==> config.mk <==
export PLATFORM = sky130hd
export DESIGN_NAME = pause_hold_timer
export DESIGN_NICKNAME = d
export VERILOG_FILES = /design/src/rtl/pht_pkg.sv /design/src/rtl/pht_prescale.sv /design/src/rtl/pht_counter.sv /design/src/rtl/pht_irq.sv /design/src/rtl/pause_hold_timer.sv
export SDC_FILE = /design/constraint.sdc
export NUM_CORES = 1
export LEC_CHECK = 0
export BUFFER_PORTS_ARGS = -buffer_cell sky130_fd_sc_hd__buf_2
export CAP_MARGIN = 20
export CORE_MARGIN = 10
export CORE_UTILIZATION = 45
export CTS_CLUSTER_DIAMETER = 200
export CTS_CLUSTER_SIZE = 12
export DETAILED_ROUTE_END_ITERATION = 10
export GPL_ROUTABILITY_DRIVEN = 0
export PLACE_DENSITY = 0.82
export RECOVER_POWER = 25
export SLEW_MARGIN = 20
export SYNTH_ARGS = -nofsm -noshare
export SYNTH_HDL_FRONTEND = slang
export SYNTH_HIERARCHICAL = 1
export SYNTH_SLANG_ARGS = --single-unit
==> constraint.sdc <==
create_clock -name clk -period 3.05 [get_ports clk]
set_input_delay 0.305 -clock clk [delete_from_list [all_inputs] [get_ports clk]]
set_output_delay 0.305 -clock clk [all_outputs]
set_load 0.01 [all_outputs]
==> src/rtl/pht_pkg.sv <==
package pht_pkg;

   // configuration bundle seen by the countdown logic
   typedef struct packed {
      logic pause_en;
      logic full_duplex;
      logic fast_test;
   } pht_cfg_t;

   // interrupt source indices
   localparam int unsigned IRQ_RX   = 0;
   localparam int unsigned IRQ_ZERO = 1;
   localparam int unsigned IRQ_N    = 2;

   // counting is allowed when the count is live and the gate condition holds
   function automatic logic count_gate(input pht_cfg_t cfg,
                                       input logic     idle,
                                       input logic     nonzero);
      return nonzero && (!cfg.pause_en || idle);
   endfunction

endpackage

==> src/rtl/pht_prescale.sv <==
module pht_prescale #(
   parameter int unsigned PRESCALE = 128
) (
   input  logic clk,
   input  logic rst_n,
   input  logic clear,
   input  logic advance,
   input  logic fast,
   output logic strobe
);

   localparam int unsigned PS_W = (PRESCALE > 1) ? $clog2(PRESCALE) : 1;
   localparam logic [PS_W-1:0] PS_LAST = PS_W'(PRESCALE - 1);

   generate
      if (PRESCALE == 1) begin : g_direct
         logic unused_ok;
         assign unused_ok = ^{clk, rst_n, clear, fast};
         assign strobe = advance;
      end else begin : g_count
         logic [PS_W-1:0] cnt_q;
         logic            wrap;

         assign wrap   = (cnt_q == PS_LAST);
         assign strobe = advance && (fast || wrap);

         always_ff @(posedge clk or negedge rst_n) begin
            if (!rst_n) begin
               cnt_q <= '0;
            end else if (clear || fast) begin
               cnt_q <= '0;
            end else if (advance) begin
               cnt_q <= wrap ? '0 : cnt_q + 1'b1;
            end
         end
      end
   endgenerate

endmodule

==> src/rtl/pht_counter.sv <==
module pht_counter #(
   parameter int unsigned TIME_W = 16
) (
   input  logic              clk,
   input  logic              rst_n,
   input  logic              load,
   input  logic [TIME_W-1:0] load_val,
   input  logic              dec,
   output logic [TIME_W-1:0] value,
   output logic              nonzero,
   output logic              hit_zero
);

   localparam logic [TIME_W-1:0] ONE = TIME_W'(1);

   logic [TIME_W-1:0] val_q;

   assign value    = val_q;
   assign nonzero  = (val_q != '0);
   // decrement from one to zero that is not overridden by a load
   assign hit_zero = dec && !load && (val_q == ONE);

   always_ff @(posedge clk or negedge rst_n) begin
      if (!rst_n) begin
         val_q <= '0;
      end else if (load) begin
         val_q <= load_val;
      end else if (dec && nonzero) begin
         val_q <= val_q - ONE;
      end
   end

endmodule

==> src/rtl/pht_irq.sv <==
module pht_irq #(
   parameter int unsigned N = 2
) (
   input  logic         clk,
   input  logic         rst_n,
   input  logic [N-1:0] evt,
   input  logic [N-1:0] mask,
   output logic [N-1:0] irq
);

   generate
      for (genvar i = 0; i < N; i++) begin : g_src
         logic irq_q;
         always_ff @(posedge clk or negedge rst_n) begin
            if (!rst_n) irq_q <= 1'b0;
            else        irq_q <= evt[i] && !mask[i];
         end
         assign irq[i] = irq_q;
      end
   endgenerate

endmodule

==> src/rtl/pause_hold_timer.sv <==
module pause_hold_timer
   import pht_pkg::*;
#(
   parameter int unsigned TIME_W   = 16,
   parameter int unsigned PRESCALE = 128
) (
   input  logic              clk,
   input  logic              rst_n,
   input  logic              nibble_tick,
   input  logic              pause_valid,
   input  logic [TIME_W-1:0] pause_time,
   input  logic              cfg_pause_en,
   input  logic              cfg_full_duplex,
   input  logic              cfg_fast_test,
   input  logic              tx_idle,
   input  logic              mask_pause_rx,
   input  logic              mask_pause_zero,
   output logic              tx_hold,
   output logic [TIME_W-1:0] pause_value,
   output logic              irq_pause_rx,
   output logic              irq_pause_zero
);

   // elaboration-time parameter checks
   generate
      if (TIME_W < 2) begin : g_bad_width
         $error("pause_hold_timer: TIME_W must be at least 2");
      end
      if (PRESCALE < 1) begin : g_bad_prescale
         $error("pause_hold_timer: PRESCALE must be at least 1");
      end
   endgenerate

   pht_cfg_t     cfg;
   logic         do_load;
   logic         live;
   logic         advance;
   logic         dec_strobe;
   logic         zero_evt;
   logic [IRQ_N-1:0] evt_vec;
   logic [IRQ_N-1:0] mask_vec;
   logic [IRQ_N-1:0] irq_vec;

   assign cfg.pause_en    = cfg_pause_en;
   assign cfg.full_duplex = cfg_full_duplex;
   assign cfg.fast_test   = cfg_fast_test;

   // a pause frame only reloads the count in full-duplex operation
   assign do_load = pause_valid && cfg.full_duplex;
   assign advance = nibble_tick && !do_load && count_gate(cfg, tx_idle, live);

   pht_prescale #(.PRESCALE(PRESCALE)) u_prescale (
      .clk    (clk),
      .rst_n  (rst_n),
      .clear  (do_load),
      .advance(advance),
      .fast   (cfg.fast_test),
      .strobe (dec_strobe)
   );

   pht_counter #(.TIME_W(TIME_W)) u_counter (
      .clk     (clk),
      .rst_n   (rst_n),
      .load    (do_load),
      .load_val(pause_time),
      .dec     (dec_strobe),
      .value   (pause_value),
      .nonzero (live),
      .hit_zero(zero_evt)
   );

   assign evt_vec[IRQ_RX]    = pause_valid;
   assign evt_vec[IRQ_ZERO]  = zero_evt;
   assign mask_vec[IRQ_RX]   = mask_pause_rx;
   assign mask_vec[IRQ_ZERO] = mask_pause_zero;

   pht_irq #(.N(IRQ_N)) u_irq (
      .clk  (clk),
      .rst_n(rst_n),
      .evt  (evt_vec),
      .mask (mask_vec),
      .irq  (irq_vec)
   );

   assign irq_pause_rx   = irq_vec[IRQ_RX];
   assign irq_pause_zero = irq_vec[IRQ_ZERO];
   assign tx_hold        = cfg.pause_en && cfg.full_duplex && live;

endmodule

=== Word level (Yosys, flattened, before mapping) ===
Index checks and enable logic that the tools add are counted.

* Add/subtract/negate cells: 2
* Eq/ne operators: 2
* Multiplexer cells: 5
* Reduce and logical (&&, ||, !) cells: 22

{| class="wikitable"
|+ Operator list
! kind !! number
|-
| $mux W16 || 2
|-
| $mux W7 || 3
|-
| $eq A16 B1 Y1 const B || 1
|-
| $reduce_bool A16 Y1 || 1
|-
| $sub A16 B1 Y16 const B || 1
|-
| $logic_and A1 B1 Y1 || 12
|-
| $add A7 B1 Y7 const B || 1
|-
| $eq A7 B7 Y1 const B || 1
|-
| $logic_not A1 Y1 || 4
|-
| $reduce_bool A2 Y1 || 2
|-
| $logic_or A1 B1 Y1 || 3
|}

* Register bits after elaboration: 25
* Input port bits: 26
* Output and inout bits: 19

=== Logic depth before layout (Yosys ltp) ===
* Word-level depth: 8
* Gate-level depth with buffers: 13
* Depth with buffers taken out: 11

=== By module ===
The synthesis kept the hierarchy.

{| class="wikitable"
|+ Modules (own cells, without submodules)
! module !! instances !! cells an instance !! area an instance (sq um)
|-
| pht_counter || 1 || 117 || 1038.5
|-
| pht_prescale || 1 || 41 || 372.9
|-
| pht_irq || 1 || 6 || 92.6
|-
| pause_hold_timer || 1 || 5 || 35.0
|}

=== Least setup slack after synthesis ===
OpenSTA, ideal clock, no wires.

* Path kind: flip-flop to flip-flop
* Start: register u_counter.val_q[0] (netlist: u_counter/value[0])
* End: register u_counter.val_q[12] (netlist: u_counter/value[12])
* Setup time: 0.082 ns
* Arrival: 2.986 ns
* Data required time: 2.968 ns
* Setup slack: -0.017 ns
* Cell stages (with the launch flop): 13
* Buffers on the path: 2
* Clock period less this slack: 3.067 ns
* Path through: dfrtp_1 -> inv_1 -> ha_1 -> or3b_2 -> or4_1 -> clkbuf_1 -> nand2_1 -> nor3_2 -> o21a_1 -> clkbuf_1 -> nand3_1 -> or4b_2 -> a31oi_1

* Word-level cells in the longest chain between the ends: 6
* Elaborated cells on any way between the ends: 9

{| class="wikitable"
|+ Ends and longest elaborated chain
! element !! line !! RTL
|-
| start, declared || pht_counter.sv:16 || <nowiki>logic [TIME_W-1:0] val_q;</nowiki>
|-
| start signal, assigned || pht_counter.sv:27 || <nowiki>val_q <= load_val;</nowiki>
|-
| start signal, assigned || pht_counter.sv:29 || <nowiki>val_q <= val_q - ONE;</nowiki>
|-
| $reduce_bool A16 Y1 || pht_counter.sv:19 || <nowiki>assign nonzero = (val_q != '0);</nowiki>
|-
| named net live || pause_hold_timer.sv:36 || <nowiki>logic live;</nowiki>
|-
| $logic_and A1 B1 Y1 || pht_pkg.sv:19 || <nowiki>return nonzero && (!cfg.pause_en || idle);</nowiki>
|-
| $logic_and A1 B1 Y1 || pause_hold_timer.sv:50 || <nowiki>assign advance = nibble_tick && !do_load && count_gate(cfg, tx_idle, live);</nowiki>
|-
| named net advance || pause_hold_timer.sv:37 || <nowiki>logic advance;</nowiki>
|-
| $logic_and A1 B1 Y1 || pht_prescale.sv:25 || <nowiki>assign strobe = advance && (fast || wrap);</nowiki>
|-
| named net dec_strobe || pause_hold_timer.sv:38 || <nowiki>logic dec_strobe;</nowiki>
|-
| $logic_and A1 B1 Y1 || pht_counter.sv:28 || <nowiki>end else if (dec && nonzero) begin</nowiki>
|-
| $reduce_bool A2 Y1 (no line) || n/a ||
|}

The timed path passes the listed nets, and every way through them passes these cells. The select of a mux whose other input is x is not followed.
A chain may end at the register's enable or synchronous reset.

=== Final worst setup path ===
Same ends and word-level chain as after synthesis.

==> results.py <==
metrics = {
    "clock_tree": {
        "tritoncts": "built",
        "clk_latency_ns": 0.33,
        "numCtsBuffers": 3,
        "clockBufferDepth": 2,
        "cts_setup_buffers": 0,
        "clkTransAtPathRegs_ns": 0.15,
        "htree_levels": 1,
        "cts-root-buf": "clkbuf_4",
        "numClockSinks": 25,
    },
    "power_and_ir_drop": {
        "vdd_drop_max_uv": 256.3,
        "p_per_area_nw_per_um2": 421.6,
        "fin_total_pwr_w": 0.0007791,
        "p_leak_nw": 0.7725,
    },
    "floorplanning": {
        "pin_count": 45,
        "die-height_um": 78.48,
        "rows": 21,
        "die-width_um": 78.48,
        "start_util": 0.4649,
        "fp.coreArea_um2": 3311,
        "die_area_um2": 6159,
    },
    "logic_synthesis": {
        "synth.avg_cell_area_um2": 9.106,
        "synth.distinct_cells": 46,
        "seq_area_frac_synth": 0.4065,
        "ys_async_sr_fraction": 1.000,
        "synth_area_leaders": "dfrtp_1 (41%), or4_1 (5.9%), nor2_1 (3.7%)",
        "synth_fp_nets": 198,
        "synth_top_area_frac": 0.4065,
        "netlist_area_um2": 1539,
        "yosysWarnings": 6,
        "synth_edf_count": 0,
        "ys_ff_latch": 25,
        "syn_inst": 169,
        "yosys.area.top_type": "dfrtp_1",
        "synthFlopType": "dfrtp_1",
    },
    "global_route": {
        "gr-total-overflow": 0,
        "grt_pass1_vias": 1433,
        "grt_use_total": 0.1293,
        "grt_pass1_wl_um": 6637,
        "grt_antenna_before_repair": 0,
        "grt_max_degree": 26,
    },
    "detailed_routing": {
        "post_drt_wl_per_cell_um": 15.70,
        "drc": 0,
        "drt_iter0_markers": 111,
        "via_count": 1449,
        "ant_nets": 0,
        "via_per_inst": 5.616,
        "drt_first_pass_iters": 4,
        "wl_um": 4051,
    },
    "layout": {
        "design_area_um2": 1848,
        "fin_nets": 242,
        "syn_to_final_growth_pct": 20.08,
        "fin_util": 0.5582,
        "drive_gt1_frac": 0.2877,
        "n_antenna_cell": 0,
        "final_common_cell": "buf_2",
        "n_fill_cell": 329,
        "final_cell_mix": "buf_2 (42), dfrtp_1 (25), nor2_1 (15)",
    },
    "flow_run": {
        "drv_cap": 0,
    },
    "sta": {
        "setup_viol_count_final": 0,
        "finalCritPeriodShare": 0.9254,
        "finalHoldViolCount": 0,
        "slew_violations": 0,
        "fin_tns_setup_ns": 0,
        "slew-limit-headroom": 0.06217,
        "clock_skew_ns": 0.01001,
        "fmax_mhz": 354.3,
        "rsz0062_at_grt": "false",
        "setup_ws_ns": 0.2276,
        "worst_slew_pin_slew_ns": 1.407,
        "fin_crit_ns": 2.822,
    },
    "critical_path": {
        "end_kind": "flip-flop",
        "arrival_ns": 3.08,
        "cp-start-kind": "flip-flop",
        "critPathMaxFanout": 10,
        "required_ns": 3.30,
        "worstSetupPathType": "flip-flop to flip-flop",
    },
    "place": {
        "placed_area_um2": 1805,
        "place_ws_ns": 0.1418,
        "portBuffers": 44,
        "place.detailed.hpwl_um": 3017,
    },
    "status": {
        "outcome": "complete, no violations",
    },
    "min_path": {
        "hold_path_class": "input port to flip-flop",
    },
}
-- flip-flops by register name (all words and copies together), names as in the netlist --
name                      flops
u_prescale/g_count.cnt_q      7
u_counter/value              16
u_irq/g_src.irq_q             2
-- worst max-delay path: stages, from the launching register on --
cell	delay, ns
dfrtp_1	0.42
inv_1	0.10
ha_1	0.24
or3b_2	0.24
or4_1	0.13
nand2_1	0.09
nor3_4	0.26
o21a_4	0.24
nand3_1	0.20
or4b_2	0.66
a31oi_1	0.17
-- worst paths after layout --
| path | cells past startpoint | slack [ns] | from | to |
|---|---|---|---|---|
| hold reg to reg | 2 | 0.58 | u_prescale/g_count.cnt_q[6] | u_prescale/g_count.cnt_q[6] |
| setup / recovery | 10 | 0.23 | u_counter/value[0] | u_counter/value[12] |
| max in group asynchronous | 2 | 1.42 | rst_n | u_counter/value[2] |
| min in group asynchronous | 2 | 0.81 | rst_n | u_counter/value[13] |
| setup reg to reg | 10 | 0.23 | u_counter/value[0] | u_counter/value[12] |
| hold / removal | 2 | 0.13 | mask_pause_rx | u_irq/g_src[0].irq_q |
-- power breakdown --
| part | switching, W | internal [W] | total, W | leakage (nW) |
|---|---|---|---|---|
| logic | 0.000117 | 0.0000980 | 0.000215 | 0.443 |
| registers | 0.0000454 | 0.000365 | 0.000410 | 0.312 |
| clock network | 0.000104 | 0.0000492 | 0.000154 | 0.0177 |
-- layer usage --
layer / track usage / vias to the layer above / part of all wire
met5: 0 / - / 0
met4: 0.04301 / 0 / 0.010
met3: 0.04556 / 2 / 0.068
met2: 0.2064 / 33 / 0.44
met1: 0.1584 / 680 / 0.48
li1: - / 734 / -
-- kinds of logic after synthesis --
group | Yosys count | share of synthesized area
and+or+nand+nor | 80 | 0.3081
AOI/OAI and AO/OA | 42 | 0.1951
DFF | 25 | 0.4065
buffers and inverters | 15 | 0.04308
xor gates and xnor gates | 4 | 0.02277
adders and majority gates | 3 | 0.02439
-- Yosys cell counts (2+ instances only) --
cell      number
nand3_1        6
and3_1         2
buf_2          2
o21ai_0        8
dfrtp_1       25
nor4_1         4
nor3_1         3
nand4_1        3
nand2_1       13
or2_2          2
nor2b_1        2
and2_1         2
o31ai_1        6
a21oi_1        7
a31oi_1        6
or3_1          5
nor3_2         2
o311ai_0       2
nor2_1        15
or4_1         12
xor2_1         2
o311a_1        2
inv_1          4
xnor2_1        2
ha_1           3
clkbuf_1       6
buf_4          2
nor2b_4        2
a221o_1        2
-- final cells by class --
type,instances,area (um^2),share of cell area
repair buffers,49,257.7,0.1395
clock inverters,1,5.005,0.002708
multi-input cells,129,860.8,0.4658
inverters,5,18.77,0.01016
well taps,46,57.56,0.03114
clock buffers,3,22.52,0.01219
flip-flops and latches,25,625.6,0.3385
-- through the flow --
stage / hold WS (ns) / cells
finish: 0.1298 / 258
global placement: 0.3402 / 253
detailed placement: 0.3379 / 253
global route: 0.09913 / 258
floorplan: 0.009409 / 169
CTS: 0.1144 / 258
-- timing repair --
action | CTS | global route
endpoints found under the setup margin | 0 | 4
resized for setup | 0 | 2
endpoints found under the hold margin | 25 | 0
hold buffers | 1 | 0
No activity file was read; power rests on OpenSTA's default activity.
